`src/rtl/flash_seq_pkg.sv`:
```
package flash_seq_pkg;

   typedef enum logic [1:0] {
      ST_IDLE   = 2'd0,
      ST_LOAD   = 2'd1,
      ST_WAIT   = 2'd2,
      ST_FINISH = 2'd3
   } seq_state_t;

   typedef enum logic {
      OP_WRITE = 1'b0,
      OP_READ  = 1'b1
   } seq_op_t;

endpackage

```
`src/rtl/fps_edge_det.sv`:
```
// Rising-edge detector on a multi-cycle level: a chain of STAGES flops,
// pulse when the newest stage is high and the next-older stage is low.
module fps_edge_det #(
   parameter int STAGES = 2
) (
   input  logic clk,
   input  logic rst,
   input  logic level,
   output logic rise
);
   if (STAGES < 2) begin : g_bad_stages
      $error("fps_edge_det: STAGES must be at least 2");
   end

   logic [STAGES-1:0] chain;

   always_ff @(posedge clk) begin
      if (rst) begin
         chain <= '0;
      end else begin
         chain <= {chain[STAGES-2:0], level};
      end
   end

   assign rise = chain[STAGES-2] & ~chain[STAGES-1];
endmodule

```
`src/rtl/fps_byte_pick.sv`:
```
// Chooses the byte for transfer index idx of the current operation.
module fps_byte_pick
   import flash_seq_pkg::*;
#(
   parameter int          DATA_W    = 8,
   parameter int          IDX_W     = 4,
   parameter int          READ_PAD  = 8,
   parameter int          WRITE_PAD = 3,
   parameter logic [7:0]  READ_OP   = 8'hD2,
   parameter logic [7:0]  WRITE_OP  = 8'h82,
   parameter logic [7:0]  PAD_BYTE  = 8'h00
) (
   input  seq_op_t           op,
   input  logic [IDX_W-1:0]  idx,
   input  logic [DATA_W-1:0] wd0,
   input  logic [DATA_W-1:0] wd1,
   output logic [DATA_W-1:0] byte_o
);
   localparam int WD0_IDX = WRITE_PAD + 1;

   logic [DATA_W-1:0] rd_pick;
   logic [DATA_W-1:0] wr_pick;

   always_comb begin
      if (idx == '0) rd_pick = DATA_W'(READ_OP);
      else           rd_pick = DATA_W'(PAD_BYTE);
   end

   always_comb begin
      if (idx == '0)                         wr_pick = DATA_W'(WRITE_OP);
      else if (int'(idx) <= WRITE_PAD)       wr_pick = DATA_W'(PAD_BYTE);
      else if (int'(idx) == WD0_IDX)         wr_pick = wd0;
      else                                   wr_pick = wd1;
   end

   assign byte_o = (op == OP_READ) ? rd_pick : wr_pick;
endmodule

```
`src/rtl/fps_fsm.sv`:
```
// Transaction control: framing, per-byte handshake and read capture.
module fps_fsm
   import flash_seq_pkg::*;
#(
   parameter int DATA_W        = 8,
   parameter int IDX_W         = 4,
   parameter int READ_PAD      = 8,
   parameter int WRITE_PAD     = 3,
   parameter bit READ_PRIORITY = 1'b1
) (
   input  logic              clk,
   input  logic              rst,
   input  logic              rd_req,
   input  logic              wr_req,
   input  logic [DATA_W-1:0] wr_data0,
   input  logic [DATA_W-1:0] wr_data1,
   input  logic              done_rise,
   input  logic [DATA_W-1:0] rx_byte,
   output seq_op_t           op,
   output logic [IDX_W-1:0]  idx,
   output logic [DATA_W-1:0] wd0_q,
   output logic [DATA_W-1:0] wd1_q,
   output logic              load,
   output logic              busy,
   output logic              cs_n,
   output logic              start,
   output logic [DATA_W-1:0] rd_data0,
   output logic [DATA_W-1:0] rd_data1,
   output logic              rd_valid
);
   localparam int RD_TOTAL = READ_PAD + 3;
   localparam int WR_TOTAL = WRITE_PAD + 3;
   localparam int RD_CAP0  = READ_PAD + 1;
   localparam int RD_CAP1  = READ_PAD + 2;

   seq_state_t        state;
   logic              take_rd;
   logic              take_wr;
   logic              last_byte;
   logic [DATA_W-1:0] cap0;
   logic [DATA_W-1:0] cap1;

   if (READ_PRIORITY) begin : g_rd_first
      assign take_rd = rd_req;
      assign take_wr = wr_req & ~rd_req;
   end else begin : g_wr_first
      assign take_wr = wr_req;
      assign take_rd = rd_req & ~wr_req;
   end

   always_comb begin
      if (op == OP_READ) last_byte = (int'(idx) == RD_TOTAL - 1);
      else               last_byte = (int'(idx) == WR_TOTAL - 1);
   end

   assign load = (state == ST_LOAD);
   assign busy = (state != ST_IDLE);

   always_ff @(posedge clk) begin
      if (rst) begin
         state    <= ST_IDLE;
         op       <= OP_READ;
         idx      <= '0;
         wd0_q    <= '0;
         wd1_q    <= '0;
         cs_n     <= 1'b1;
         start    <= 1'b0;
         cap0     <= '0;
         cap1     <= '0;
         rd_data0 <= '0;
         rd_data1 <= '0;
         rd_valid <= 1'b0;
      end else begin
         start    <= 1'b0;
         rd_valid <= 1'b0;
         unique case (state)
            ST_IDLE: begin
               if (take_rd) begin
                  op    <= OP_READ;
                  idx   <= '0;
                  cs_n  <= 1'b0;
                  state <= ST_LOAD;
               end else if (take_wr) begin
                  op    <= OP_WRITE;
                  idx   <= '0;
                  wd0_q <= wr_data0;
                  wd1_q <= wr_data1;
                  cs_n  <= 1'b0;
                  state <= ST_LOAD;
               end
            end
            ST_LOAD: begin
               start <= 1'b1;
               state <= ST_WAIT;
            end
            ST_WAIT: begin
               if (done_rise) begin
                  if (op == OP_READ && int'(idx) == RD_CAP0) cap0 <= rx_byte;
                  if (op == OP_READ && int'(idx) == RD_CAP1) cap1 <= rx_byte;
                  if (last_byte) begin
                     state <= ST_FINISH;
                  end else begin
                     idx   <= idx + 1'b1;
                     state <= ST_LOAD;
                  end
               end
            end
            ST_FINISH: begin
               cs_n  <= 1'b1;
               state <= ST_IDLE;
               if (op == OP_READ) begin
                  rd_data0 <= cap0;
                  rd_data1 <= cap1;
                  rd_valid <= 1'b1;
               end
            end
            default: state <= ST_IDLE;
         endcase
      end
   end
endmodule

```
`src/rtl/flash_pair_seq.sv`:
```
module flash_pair_seq
   import flash_seq_pkg::*;
#(
   parameter int          DATA_W        = 8,
   parameter int          READ_PAD      = 8,
   parameter int          WRITE_PAD     = 3,
   parameter int          EDGE_STAGES   = 2,
   parameter bit          READ_PRIORITY = 1'b1,
   parameter logic [7:0]  READ_OP       = 8'hD2,
   parameter logic [7:0]  WRITE_OP      = 8'h82,
   parameter logic [7:0]  PAD_BYTE      = 8'h00
) (
   input  logic              clk,
   input  logic              rst,
   input  logic              rd_req,
   input  logic              wr_req,
   input  logic [DATA_W-1:0] wr_data0,
   input  logic [DATA_W-1:0] wr_data1,
   output logic              busy,
   output logic [DATA_W-1:0] rd_data0,
   output logic [DATA_W-1:0] rd_data1,
   output logic              rd_valid,
   output logic              cs_n,
   output logic [DATA_W-1:0] xfer_byte,
   output logic              xfer_start,
   input  logic              xfer_done,
   input  logic [DATA_W-1:0] xfer_rx
);
   localparam int RD_TOTAL  = READ_PAD + 3;
   localparam int WR_TOTAL  = WRITE_PAD + 3;
   localparam int MAX_TOTAL = (RD_TOTAL > WR_TOTAL) ? RD_TOTAL : WR_TOTAL;
   localparam int IDX_W     = $clog2(MAX_TOTAL + 1);

   if (DATA_W < 8) begin : g_bad_width
      $error("flash_pair_seq: DATA_W must be at least 8");
   end
   if (READ_PAD < 0 || WRITE_PAD < 0) begin : g_bad_pad
      $error("flash_pair_seq: pad counts must not be negative");
   end

   seq_op_t           op;
   logic [IDX_W-1:0]  idx;
   logic [DATA_W-1:0] wd0_q;
   logic [DATA_W-1:0] wd1_q;
   logic [DATA_W-1:0] next_byte;
   logic              load;
   logic              done_rise;

   fps_edge_det #(
      .STAGES (EDGE_STAGES)
   ) u_edge (
      .clk   (clk),
      .rst   (rst),
      .level (xfer_done),
      .rise  (done_rise)
   );

   fps_byte_pick #(
      .DATA_W    (DATA_W),
      .IDX_W     (IDX_W),
      .READ_PAD  (READ_PAD),
      .WRITE_PAD (WRITE_PAD),
      .READ_OP   (READ_OP),
      .WRITE_OP  (WRITE_OP),
      .PAD_BYTE  (PAD_BYTE)
   ) u_pick (
      .op     (op),
      .idx    (idx),
      .wd0    (wd0_q),
      .wd1    (wd1_q),
      .byte_o (next_byte)
   );

   fps_fsm #(
      .DATA_W        (DATA_W),
      .IDX_W         (IDX_W),
      .READ_PAD      (READ_PAD),
      .WRITE_PAD     (WRITE_PAD),
      .READ_PRIORITY (READ_PRIORITY)
   ) u_fsm (
      .clk       (clk),
      .rst       (rst),
      .rd_req    (rd_req),
      .wr_req    (wr_req),
      .wr_data0  (wr_data0),
      .wr_data1  (wr_data1),
      .done_rise (done_rise),
      .rx_byte   (xfer_rx),
      .op        (op),
      .idx       (idx),
      .wd0_q     (wd0_q),
      .wd1_q     (wd1_q),
      .load      (load),
      .busy      (busy),
      .cs_n      (cs_n),
      .start     (xfer_start),
      .rd_data0  (rd_data0),
      .rd_data1  (rd_data1),
      .rd_valid  (rd_valid)
   );

   always_ff @(posedge clk) begin
      if (rst)       xfer_byte <= '0;
      else if (load) xfer_byte <= next_byte;
   end
endmodule

```
`config.mk`:
```
export PLATFORM = sky130hd
export DESIGN_NAME = flash_pair_seq
export DESIGN_NICKNAME = d
export VERILOG_FILES = /design/src/rtl/flash_seq_pkg.sv /design/src/rtl/fps_edge_det.sv /design/src/rtl/fps_byte_pick.sv /design/src/rtl/fps_fsm.sv /design/src/rtl/flash_pair_seq.sv
export SDC_FILE = /design/constraint.sdc
export NUM_CORES = 1
export LEC_CHECK = 0
export ABC_CLOCK_PERIOD_IN_PS = 1500
export CAP_MARGIN = 5
export CORE_AREA = 2 2 78 80
export DETAILED_ROUTE_END_ITERATION = 10
export DIE_AREA = 0 0 80 82
export DONT_BUFFER_PORTS = 1
export GPL_TIMING_DRIVEN = 0
export PLACE_DENSITY_LB_ADDON = 0.2
export SLEW_MARGIN = 25
export SYNTH_ARGS = -nofsm -noshare
export SYNTH_HDL_FRONTEND = slang
export SYNTH_SLANG_ARGS = --single-unit
export TNS_END_PERCENT = 1
```
`constraint.sdc`:
```
create_clock -name clk -period 1.5 [get_ports clk]
set_input_delay 0.3 -clock clk [delete_from_list [all_inputs] [get_ports clk]]
set_output_delay 0.3 -clock clk [all_outputs]
set_load 0.005 [all_outputs]
```
==> results_dict.tcl, run 1 <==
set metrics [dict create \
    netSwitchingFraction 0.300 \
    finalInstanceArea_sq_um 3390 \
    kind_of_start_point_of_the_critical_path "flop" \
    most_frequent_standard_cell_in_the_layout_excluding_fill_and_tap_cells "sky130_fd_sc_hd__nand2_1" \
    timing_worst_slew_pin_value_ns 0.581 \
    nNetsFinal 376 \
    pre_cts_ws_ns -0.250 \
    global_route.usage.met3 0.0846 \
    r2r_end "u_fsm.idx[3]" \
    total_leakage_power_uw 0.00126 \
    worst_hold_path.endpoint "u_fsm.wd0_q[0]" \
    num_io_pins 57 \
    hpwlAfterDp_mm 4.44 \
    relSlewSlack 0.613 \
    syn_area_sq_um 2800 \
    post_synth.cell_area_avg_sq_um 8.70 \
    routabilityCongestion 0.832 \
    row_count 28 \
    grt_util_met2 0.335 \
    tritoncts_num_sinks 68 \
    grt_antenna_before_repair 0 \
    synthFlopType "sky130_fd_sc_hd__dfxtp_1" \
    layer_carrying_the_most_global_route_usage "met2" \
    post_route_cells_drive_above_1_share 0.203 \
    fp.coreArea_sq_um 5750 \
    hold_path_startpoint "wr_data0[0]" \
    placedInstanceArea_sq_um 2900 \
    peak_vdd_ir_mv 0.816 \
    r2r_setup_slack_ns 0.007 \
    timing.critical_path.required_ns 1.70 \
    grt_use_met1 0.237 \
    syn-instance-count 322 \
    io_buffers 0 \
    die_area_sq_um 6560 \
    mappedNetlistNets 359 \
    holdPathStages 2 \
    commonest_cells_after_routing_fill_and_taps_aside "sky130_fd_sc_hd__nand2_1, sky130_fd_sc_hd__dfxtp_1, sky130_fd_sc_hd__a21oi_1" \
    dr.pass1.iters 5 \
    critPathKind "reg2reg" \
    slew_violations 0 \
    regToRegStartpoint "u_fsm.idx[1]" \
    clk_path_buf_depth 2 \
    post-place-cells 397 \
    grt_max_degree 12 \
    drt_wl_total_mm 6.50 \
    tmin_final_ns 1.49 \
    floorplan.die.height_um 82 \
    synth_edf_count 0 \
    cp_data_arrival_time_ns 1.69 \
    sequential_element_share_of_the_synthesized_area 0.486 \
    final_core_utilization 0.590 \
    die-width_um 80 \
    timing.max_cap.violations 0 \
    numCtsBuffers 9 \
    setup_total_negative_slack_ns 0 \
    cts_tree "yes" \
    clk_pin_slew_worst_paths_ns 0.07 \
    yosys_register_bits 68 \
    h-tree-depth 3 \
    power.density_nw_per_um2 1440 \
    cellInternalPower_uw 3420 \
    start_util 0.487 \
    grt.total_usage 0.205 \
    seqPwrFrac 0.437 \
    ctsRootBufferMaster "sky130_fd_sc_hd__clkbuf_8" \
    grt_pass1_vias 2079 \
    avgRoutedWirePerCell_um 15.5 \
    worst_setup_path_end_kind "flop" \
    maxClockFrequency_ghz 0.670 \
    hold_viol_final 0 \
    grt_first_pass_wirelength_mm 10.2 \
    final_critical_path_setup_slack_ns 0.00745 \
    critPathMaxFanout 5 \
    reg2reg_depth 6 \
    diodes 0 \
    setup_viol 0 \
    result_of_the_run "finished clean" \
    grt-ovfl-total 0 \
    comb_power_share 0.224 \
    power.net_switching_uw 1460 \
    route.antenna.remaining_nets 0 \
    num_vias 2270 \
    clkLatencyLatePin_ns 0.34 \
    rsz_0062_raised_after_global_routing "true" \
    vias_per_cell 5.42 \
    route.detailed.drc 0 \
    timing.clock.skew_ns 0.00932 \
    power_frac_clock 0.340 \
    detailedRoute.firstIterationViolations 124 \
    number_of_warnings_issued_by_yosys 0 \
    postSynth.asyncResetShare 0 \
    holdCritPathClass "in2reg" \
    finalCritPeriodShare 0.995 \
    ys_types 38 \
    layout_overhead_on_the_synthesized_area_pct 21.0 \
    post_layout_nonfiller_instances 419 \
]
[worst max-delay path by stage]
stage                         startpoint              to
after floorplan           u_fsm.state[0]  u_fsm.wd1_q[2]
after global placement    u_fsm.state[0]  u_fsm.wd1_q[2]
after detailed placement  u_fsm.state[0]  u_fsm.state[1]
after CTS                   u_fsm.idx[1]  u_fsm.state[1]
after global routing      u_fsm.state[1]    u_fsm.idx[0]
final                       u_fsm.idx[1]    u_fsm.idx[3]
[Yosys cell counts, types with 2 or more instances]
master / number / area, sq um
sky130_fd_sc_hd__a211oi_1: 5 / 37.5
sky130_fd_sc_hd__a21o_1: 5 / 37.5
sky130_fd_sc_hd__a21oi_1: 36 / 180
sky130_fd_sc_hd__a2bb2oi_1: 4 / 35.0
sky130_fd_sc_hd__a31oi_1: 3 / 18.8
sky130_fd_sc_hd__buf_2: 4 / 20.0
sky130_fd_sc_hd__clkbuf_1: 10 / 37.5
sky130_fd_sc_hd__dfxtp_1: 68 / 1360
sky130_fd_sc_hd__ha_1: 8 / 100
sky130_fd_sc_hd__inv_1: 8 / 30.0
sky130_fd_sc_hd__mux2i_1: 20 / 200
sky130_fd_sc_hd__nand2_1: 73 / 274
sky130_fd_sc_hd__nand2b_1: 2 / 12.5
sky130_fd_sc_hd__nand3_1: 2 / 10.0
sky130_fd_sc_hd__nand3b_1: 2 / 15.0
sky130_fd_sc_hd__nand4_1: 3 / 18.8
sky130_fd_sc_hd__nand4_4: 2 / 42.5
sky130_fd_sc_hd__nor2_1: 32 / 120
sky130_fd_sc_hd__nor2b_1: 7 / 43.8
sky130_fd_sc_hd__o21ai_0: 9 / 45.0
sky130_fd_sc_hd__or3_1: 2 / 12.5
[critical path: stages, from the launching register on]
cell and delay [ns]:
sky130_fd_sc_hd__dfxtp_4 0.37, sky130_fd_sc_hd__inv_6 0.05, sky130_fd_sc_hd__ha_4 0.16, sky130_fd_sc_hd__and4bb_2 0.25, sky130_fd_sc_hd__buf_4 0.16, sky130_fd_sc_hd__o41ai_4 0.23
sky130_fd_sc_hd__a31oi_1 0.13
[power by group through the flow]
stage / Combinational (uW) / Sequential (uW) / Clock [uW]
2_1_floorplan: 635 / 2080 / 0
3_5_place_dp: 809 / 2110 / 0
6_report: 1090 / 2130 / 1660
3_3_place_gp: 797 / 2110 / 0
4_1_cts: 889 / 2090 / 1690
5_1_grt: 1220 / 2150 / 1760
[registers in the layout (all words and copies together), names as in the netlist]
signal          count
u_fsm.cap0          8
u_fsm.start         1
u_fsm.rd_data0      8
u_fsm.idx           4
u_edge.chain        2
u_fsm.wd0_q         8
u_fsm.cap1          8
u_fsm.rd_data1      8
u_fsm.op            1
u_fsm.state         2
u_fsm.cs_n          1
u_fsm.rd_valid      1
xfer_byte           8
u_fsm.wd1_q         8
[metal layers]
metal,share of wire,up-vias
li1,-,1121
met1,0.41,1061
met2,0.49,71
met3,0.076,17
met4,0.023,0
met5,0,-
[per-stage QoR]
step	total power, uW	hold slack [ns]
3_3_place_gp	2910	0.435
3_5_place_dp	2920	0.434
4_1_cts	4660	0.0758
6_report	4880	0.0875
2_1_floorplan	2720	0.428
5_1_grt	5130	0.0719
[layout make-up]
type	count	area, sq um
multi-input combinational	228	1500
buffer	16	92.6
sequential	68	1380
inverter	8	47.5
tap	75	93.8
timing repair buffer	8	60.1
clock buffer	12	145
clock inverter	4	72.6
fill	538	2360
[logic make-up (layout without fill, tap and decap cells)]
family,after synthesis,after routing,synth area share
fa+ha+maj,8,8,0.0357
buf+inv,26,48,0.0411
flops,68,68,0.486
compound gates,67,67,0.147
simple gates,133,133,0.219
mux,20,20,0.0715
[timing repair]
item / 4_1_cts / 5_1_grt
pin swaps: 4 / 7
resized for setup: 20 / 42
cloned: 0 / 0
buffers inserted: 2 / 6
hold buffers: 0 / 0
endpoints found under the setup margin: 56 / 49
Note: power is estimated with default switching activity, not from simulation.
==> run 2: changes to the inputs <==
--- a/config.mk
+++ b/config.mk
@@ -8,6 +8,7 @@
 export ABC_CLOCK_PERIOD_IN_PS = 1500
 export CAP_MARGIN = 5
 export CORE_AREA = 2 2 78 80
+export CTS_BUF_LIST = sky130_fd_sc_hd__clkbuf_4
 export DETAILED_ROUTE_END_ITERATION = 10
 export DIE_AREA = 0 0 80 82
 export DONT_BUFFER_PORTS = 1
==> run 2 against run 1 <==
Global-route usage is 0.44 points lower. Combinational power is 5% higher. Via count is 0.84% higher. Highest routed layer unchanged. The flow now finishes with violations (setup timing). Core utilization is 1.2 points higher.
==> results_dict.tcl, run 2 (synthesis results as in run 1) <==
set metrics [dict create \
    hold_viol_final 0 \
    grt_antenna_before_repair 0 \
    peak_vdd_ir_mv 0.781 \
    pre_cts_ws_ns -0.250 \
    ctsRootBufferMaster "sky130_fd_sc_hd__clkbuf_4" \
    critical_path.max_stage_delay_ns 0.39 \
    worst_setup_path_end_kind "flop" \
    most_frequent_standard_cell_in_the_layout_excluding_fill_and_tap_cells "sky130_fd_sc_hd__nand2_1" \
    detailedRoute.firstIterationViolations 104 \
    start_util 0.487 \
    layout_overhead_on_the_synthesized_area_pct 23.5 \
    grt-ovfl-total 0 \
    finalCritPeriodShare 1.00 \
    drt_wl_total_mm 6.61 \
    nNetsFinal 389 \
    critPathKind "reg2reg" \
    critPathMaxFanout 5 \
    clk_path_buf_depth 2 \
    row_count 28 \
    numCtsBuffers 9 \
    clk_pin_slew_worst_paths_ns 0.11 \
    route.detailed.drc 0 \
    setup_viol 1 \
    multiInputGateArea_sq_um 1500 \
    vias_per_cell 5.30 \
    dr.pass1.iters 4 \
    commonest_cells_after_routing_fill_and_taps_aside "sky130_fd_sc_hd__nand2_1, sky130_fd_sc_hd__dfxtp_1, sky130_fd_sc_hd__a21oi_1" \
    holdCritPathClass "in2reg" \
    num_io_pins 57 \
    cp_data_arrival_time_ns 1.83 \
    worst-path-buf-inv 1 \
    tmin_final_ns 1.50 \
    tritoncts_num_sinks 68 \
    post_layout_nonfiller_instances 432 \
    total_leakage_power_uw 0.00129 \
    final_critical_path_setup_slack_ns -0.00424 \
    timing.critical_path.required_ns 1.83 \
    violations "setup timing" \
    grt_max_degree 12 \
    result_of_the_run "complete, but fails checks" \
    seqCellArea_sq_um 1380 \
    power.density_nw_per_um2 1330 \
    routabilityCongestion 0.832 \
    timing.max_cap.violations 0 \
    clkLatencyLatePin_ns 0.42 \
    timing_worst_slew_pin_value_ns 0.560 \
    io_buffers 0 \
    relSlewSlack 0.627 \
    critical_path.cell_chain "inv_4 -> ha_4 -> nor3b_4 -> a21o_1 -> o21ai_0 -> a31oi_1" \
    die_area_sq_um 6560 \
    grt_pass1_vias 2096 \
    slew_violations 0 \
    fp.coreArea_sq_um 5750 \
    placedInstanceArea_sq_um 2900 \
    floorplan.die.height_um 82 \
    rsz_0062_raised_after_global_routing "true" \
    finalInstanceArea_sq_um 3460 \
    grt_first_pass_wirelength_mm 10.1 \
    avgRoutedWirePerCell_um 15.3 \
    n_fill_cell 542 \
    hpwlAfterDp_mm 4.44 \
    num_vias 2289 \
    timing.clock.skew_ns 0.0163 \
    h-tree-depth 3 \
    kind_of_start_point_of_the_critical_path "flop" \
    route.antenna.remaining_nets 0 \
    critical-path-slowest-cell "sky130_fd_sc_hd__dfxtp_4" \
    diodes 0 \
    cts_tree "yes" \
    grt.total_usage 0.200 \
    post-place-cells 397 \
    final_core_utilization 0.602 \
    critical-path-top-delay-family "compound AO/OA/AOI/OAI gates" \
    maxClockFrequency_ghz 0.665 \
    post_route_cells_drive_above_1_share 0.199 \
    total_power_uw 4610 \
    die-width_um 80 \
]
## run 2: layout make-up
type                            instances  area share
Tap cell                               75      0.0271
Buffer                                 16      0.0275
Multi-Input combinational cell        228       0.434
Clock inverter                          5      0.0221
Inverter                                8      0.0130
Timing Repair Buffer                   21      0.0550
Sequential cell                        68       0.398
Clock buffer                           11      0.0239
## run 2: worst paths after layout
path / from / endpoint / slack, ns / cells past startpoint
max reg2reg: u_fsm.state[0] / u_fsm.idx[0] / -0.004 / 6
max: u_fsm.state[0] / u_fsm.idx[0] / -0.004 / 6
min reg2reg: u_fsm.cap0[0] / u_fsm.rd_data0[0] / 0.44 / 2
min: wr_data1[0] / u_fsm.wd1_q[0] / 0.01 / 2
## run 2: layer usage
metal | track usage | up-vias | routed length (um)
met4 | 0.0898 | 0 | 80
li1 | - | 1145 | -
met5 | 0 | - | 0
met2 | 0.323 | 65 | 3230
met3 | 0.0802 | 10 | 466
met1 | 0.235 | 1069 | 2840
## run 2: what timing repair did
item	in CTS	in global routing
setup buffers	1	7
hold endpoints to repair	4	9
gates resized for setup	20	45
setup endpoints to repair	57	50
pin swaps	3	10
hold buffers	4	9
## run 2: worst reg2reg max path, stage by stage (launching register included)
cell                      delay [ns]
sky130_fd_sc_hd__dfxtp_4        0.39
sky130_fd_sc_hd__inv_4          0.09
sky130_fd_sc_hd__ha_4           0.17
sky130_fd_sc_hd__nor3b_4        0.30
sky130_fd_sc_hd__a21o_1         0.21
sky130_fd_sc_hd__o21ai_0        0.13
sky130_fd_sc_hd__a31oi_1        0.14
## run 2: power breakdown
| part | leakage (uW) | total, uW | switching (uW) | internal (uW) |
|---|---|---|---|---|
| clock network | 0.0000845 | 1350 | 640 | 706 |
| registers | 0.000554 | 2120 | 148 | 1980 |
| logic | 0.000655 | 1140 | 643 | 493 |
## run 2: per-stage QoR
step                hold slack (ns)  setup TNS [ns]
floorplan                     0.428               0
detailed placement            0.434           -6.20
CTS                        0.000300          -0.204
global route               -0.00909          -0.328
finish                       0.0104        -0.00424
global placement              0.435           -5.11
==> run 3: changes to the inputs <==
--- a/config.mk
+++ b/config.mk
@@ -12,7 +12,6 @@
 export DETAILED_ROUTE_END_ITERATION = 10
 export DIE_AREA = 0 0 80 82
 export DONT_BUFFER_PORTS = 1
-export GPL_TIMING_DRIVEN = 0
 export PLACE_DENSITY_LB_ADDON = 0.2
 export SLEW_MARGIN = 25
 export SYNTH_ARGS = -nofsm -noshare
==> run 3 against run 2 <==
The flow finishes with violations (hold timing, setup timing). Sequential power fell by 2%. Via count shrank 1.2%. Highest routed layer unchanged. Clock skew decreased by 0.0040 ns. Hold slack worse by 0.068 ns. Clock-buffer cell count decreased by 2. Sequential share of layout area is 2.3 points higher. Die area unchanged.
==> results_dict.tcl, run 3 (synthesis results as in run 1) <==
set metrics [dict create \
    result_of_the_run "complete, but fails checks" \
    violations "hold timing, setup timing" \
    critical-path-slowest-cell "sky130_fd_sc_hd__dfxtp_2" \
    cts_tree "yes" \
    start_util 0.487 \
    num_vias 2261 \
    hpwlAfterDp_mm 4.26 \
    diodes 0 \
    nNetsFinal 380 \
    critPathKind "reg2out" \
    grt-ovfl-total 0 \
    timing_worst_slew_pin_value_ns 0.364 \
    hold_viol_final 63 \
    power_frac_clock 0.272 \
    slew_violations 0 \
    grt_first_pass_wirelength_mm 9.87 \
    regToRegStartpoint "u_fsm.idx[1]" \
    critPathMaxFanout 3 \
    final_critical_path_setup_slack_ns -0.0129 \
    power.density_nw_per_um2 1350 \
    setup_viol 2 \
    timing.max_cap.violations 0 \
    row_count 28 \
    clk_pin_slew_worst_paths_ns 0.12 \
    timing.critical_path.required_ns 1.20 \
    vias_per_cell 5.35 \
    global_route.usage.met3 0.0901 \
    commonest_cells_after_routing_fill_and_taps_aside "sky130_fd_sc_hd__nand2_1, sky130_fd_sc_hd__dfxtp_1, sky130_fd_sc_hd__a21oi_1" \
    post_route_cells_drive_above_1_share 0.184 \
    critical_path.cell_chain "inv_2 -> ha_4 -> buf_6 -> buf_6 -> inv_2" \
    n_fill_cell 548 \
    num_io_pins 57 \
    tmin_final_ns 1.51 \
    rsz_0062_raised_after_global_routing "true" \
    clk_path_buf_depth 2 \
    crit_start "u_fsm.state[1]" \
    layout_overhead_on_the_synthesized_area_pct 15.8 \
    fp.coreArea_sq_um 5750 \
    hold_path_startpoint "rst" \
    layer_carrying_the_most_global_route_usage "met2" \
    total_leakage_power_uw 0.00127 \
    tritoncts_num_sinks 68 \
    grt_antenna_before_repair 0 \
    grt_util_met2 0.353 \
    finalCritPeriodShare 1.01 \
    post_route_hold_slack_ns -0.0573 \
    timing.clock.skew_ns 0.0123 \
    dr.pass1.iters 4 \
    die_area_sq_um 6560 \
    setup_total_negative_slack_ns -0.0239 \
    clkLatencyLatePin_ns 0.41 \
    route.antenna.remaining_nets 0 \
    cellInternalPower_uw 3020 \
    routabilityCongestion 0.833 \
    grt.total_usage 0.199 \
    holdCritPathClass "in2reg" \
    most_frequent_standard_cell_in_the_layout_excluding_fill_and_tap_cells "sky130_fd_sc_hd__nand2_1" \
    worst_setup_path_end_kind "primary output" \
    io_buffers 0 \
    avgRoutedWirePerCell_um 14.5 \
    netSwitchingFraction 0.311 \
    seqPwrFrac 0.474 \
    peak_vdd_ir_mv 0.642 \
    floorplan.die.height_um 82 \
    die-width_um 80 \
    h-tree-depth 3 \
    relSlewSlack 0.754 \
    maxClockFrequency_ghz 0.661 \
    ctsRootBufferMaster "sky130_fd_sc_hd__clkbuf_4" \
    critical_path.max_stage_delay_ns 0.35 \
    route.detailed.drc 0 \
    numCtsBuffers 9 \
    grt_max_degree 71 \
    drt_wl_total_mm 6.15 \
    detailedRoute.firstIterationViolations 109 \
    comb_power_share 0.254 \
    cp_data_arrival_time_ns 1.21 \
    grt_pass1_vias 2112 \
    grt_use_met1 0.215 \
    kind_of_start_point_of_the_critical_path "flop" \
    holdBufCountCts 2 \
    power.net_switching_uw 1360 \
]
==> run 3: power groups by stage <==
stage | logic (uW) | clock network, uW | registers [uW]
detailed placement | 1010 | 0 | 2110
CTS | 1100 | 1250 | 2070
global placement | 1000 | 0 | 2100
floorplan | 635 | 0 | 2080
global route | 1240 | 1330 | 2100
finish | 1110 | 1190 | 2070
==> run 3: what timing repair did <==
item	CTS	global route
pin swaps	1	8
endpoints found under the hold margin	67	65
buffers inserted	1	0
endpoints found under the setup margin	9	48
resized for setup	9	11
==> run 3: routing by layer <==
metal | up-vias | part of all wire
met2 | 64 | 0.50
met5 | - | 0
met1 | 1063 | 0.42
li1 | 1130 | -
met4 | 0 | 0.0067
met3 | 4 | 0.070
==> run 3: area by class of cell <==
class / count / area (sq um) / area share
Clock buffer: 9 / 67.6 / 0.0208
Clock inverter: 7 / 73.8 / 0.0228
Inverter: 8 / 30.0 / 0.00926
Multi-Input combinational cell: 228 / 1360 / 0.421
Sequential cell: 68 / 1370 / 0.421
Tap cell: 75 / 93.8 / 0.0289
Timing Repair Buffer: 28 / 248 / 0.0764
==> run 3: critical path: cells and delay by family (launching register included) <==
family | cells | cell delay, ns
adders and majority gates | 1 | 0.15
buffers and inverters | 4 | 0.31
DFF | 1 | 0.35
==> run 3: path summary, 6_finish.rpt <==
| path | depth (start not counted) | to | slack [ns] |
|---|---|---|---|
| setup / recovery | 5 | busy | -0.01 |
| hold / removal | 1 | u_fsm.wd0_q[4] | -0.06 |
| setup reg to reg | 6 | u_fsm.state[1] | -0.01 |
| hold reg to reg | 2 | u_fsm.rd_data1[7] | 0.46 |
==> run 3: stage by stage <==
| step | power [uW] | std cells | instance area [sq um] | setup WS [ns] | utilization |
|---|---|---|---|---|---|
| 2_1_floorplan | 2720 | 322 | 2810 | 0.0164 | - |
| 3_3_place_gp | 3100 | 404 | 3020 | 0.0252 | 0.526 |
| 3_5_place_dp | 3120 | 404 | 3020 | -0.0194 | 0.526 |
| 4_1_cts | 4420 | 423 | 3210 | -0.0388 | 0.559 |
| 5_1_grt | 4670 | 423 | 3240 | -0.104 | 0.564 |
| 6_report | 4380 | 423 | 3240 | -0.0129 | 0.564 |
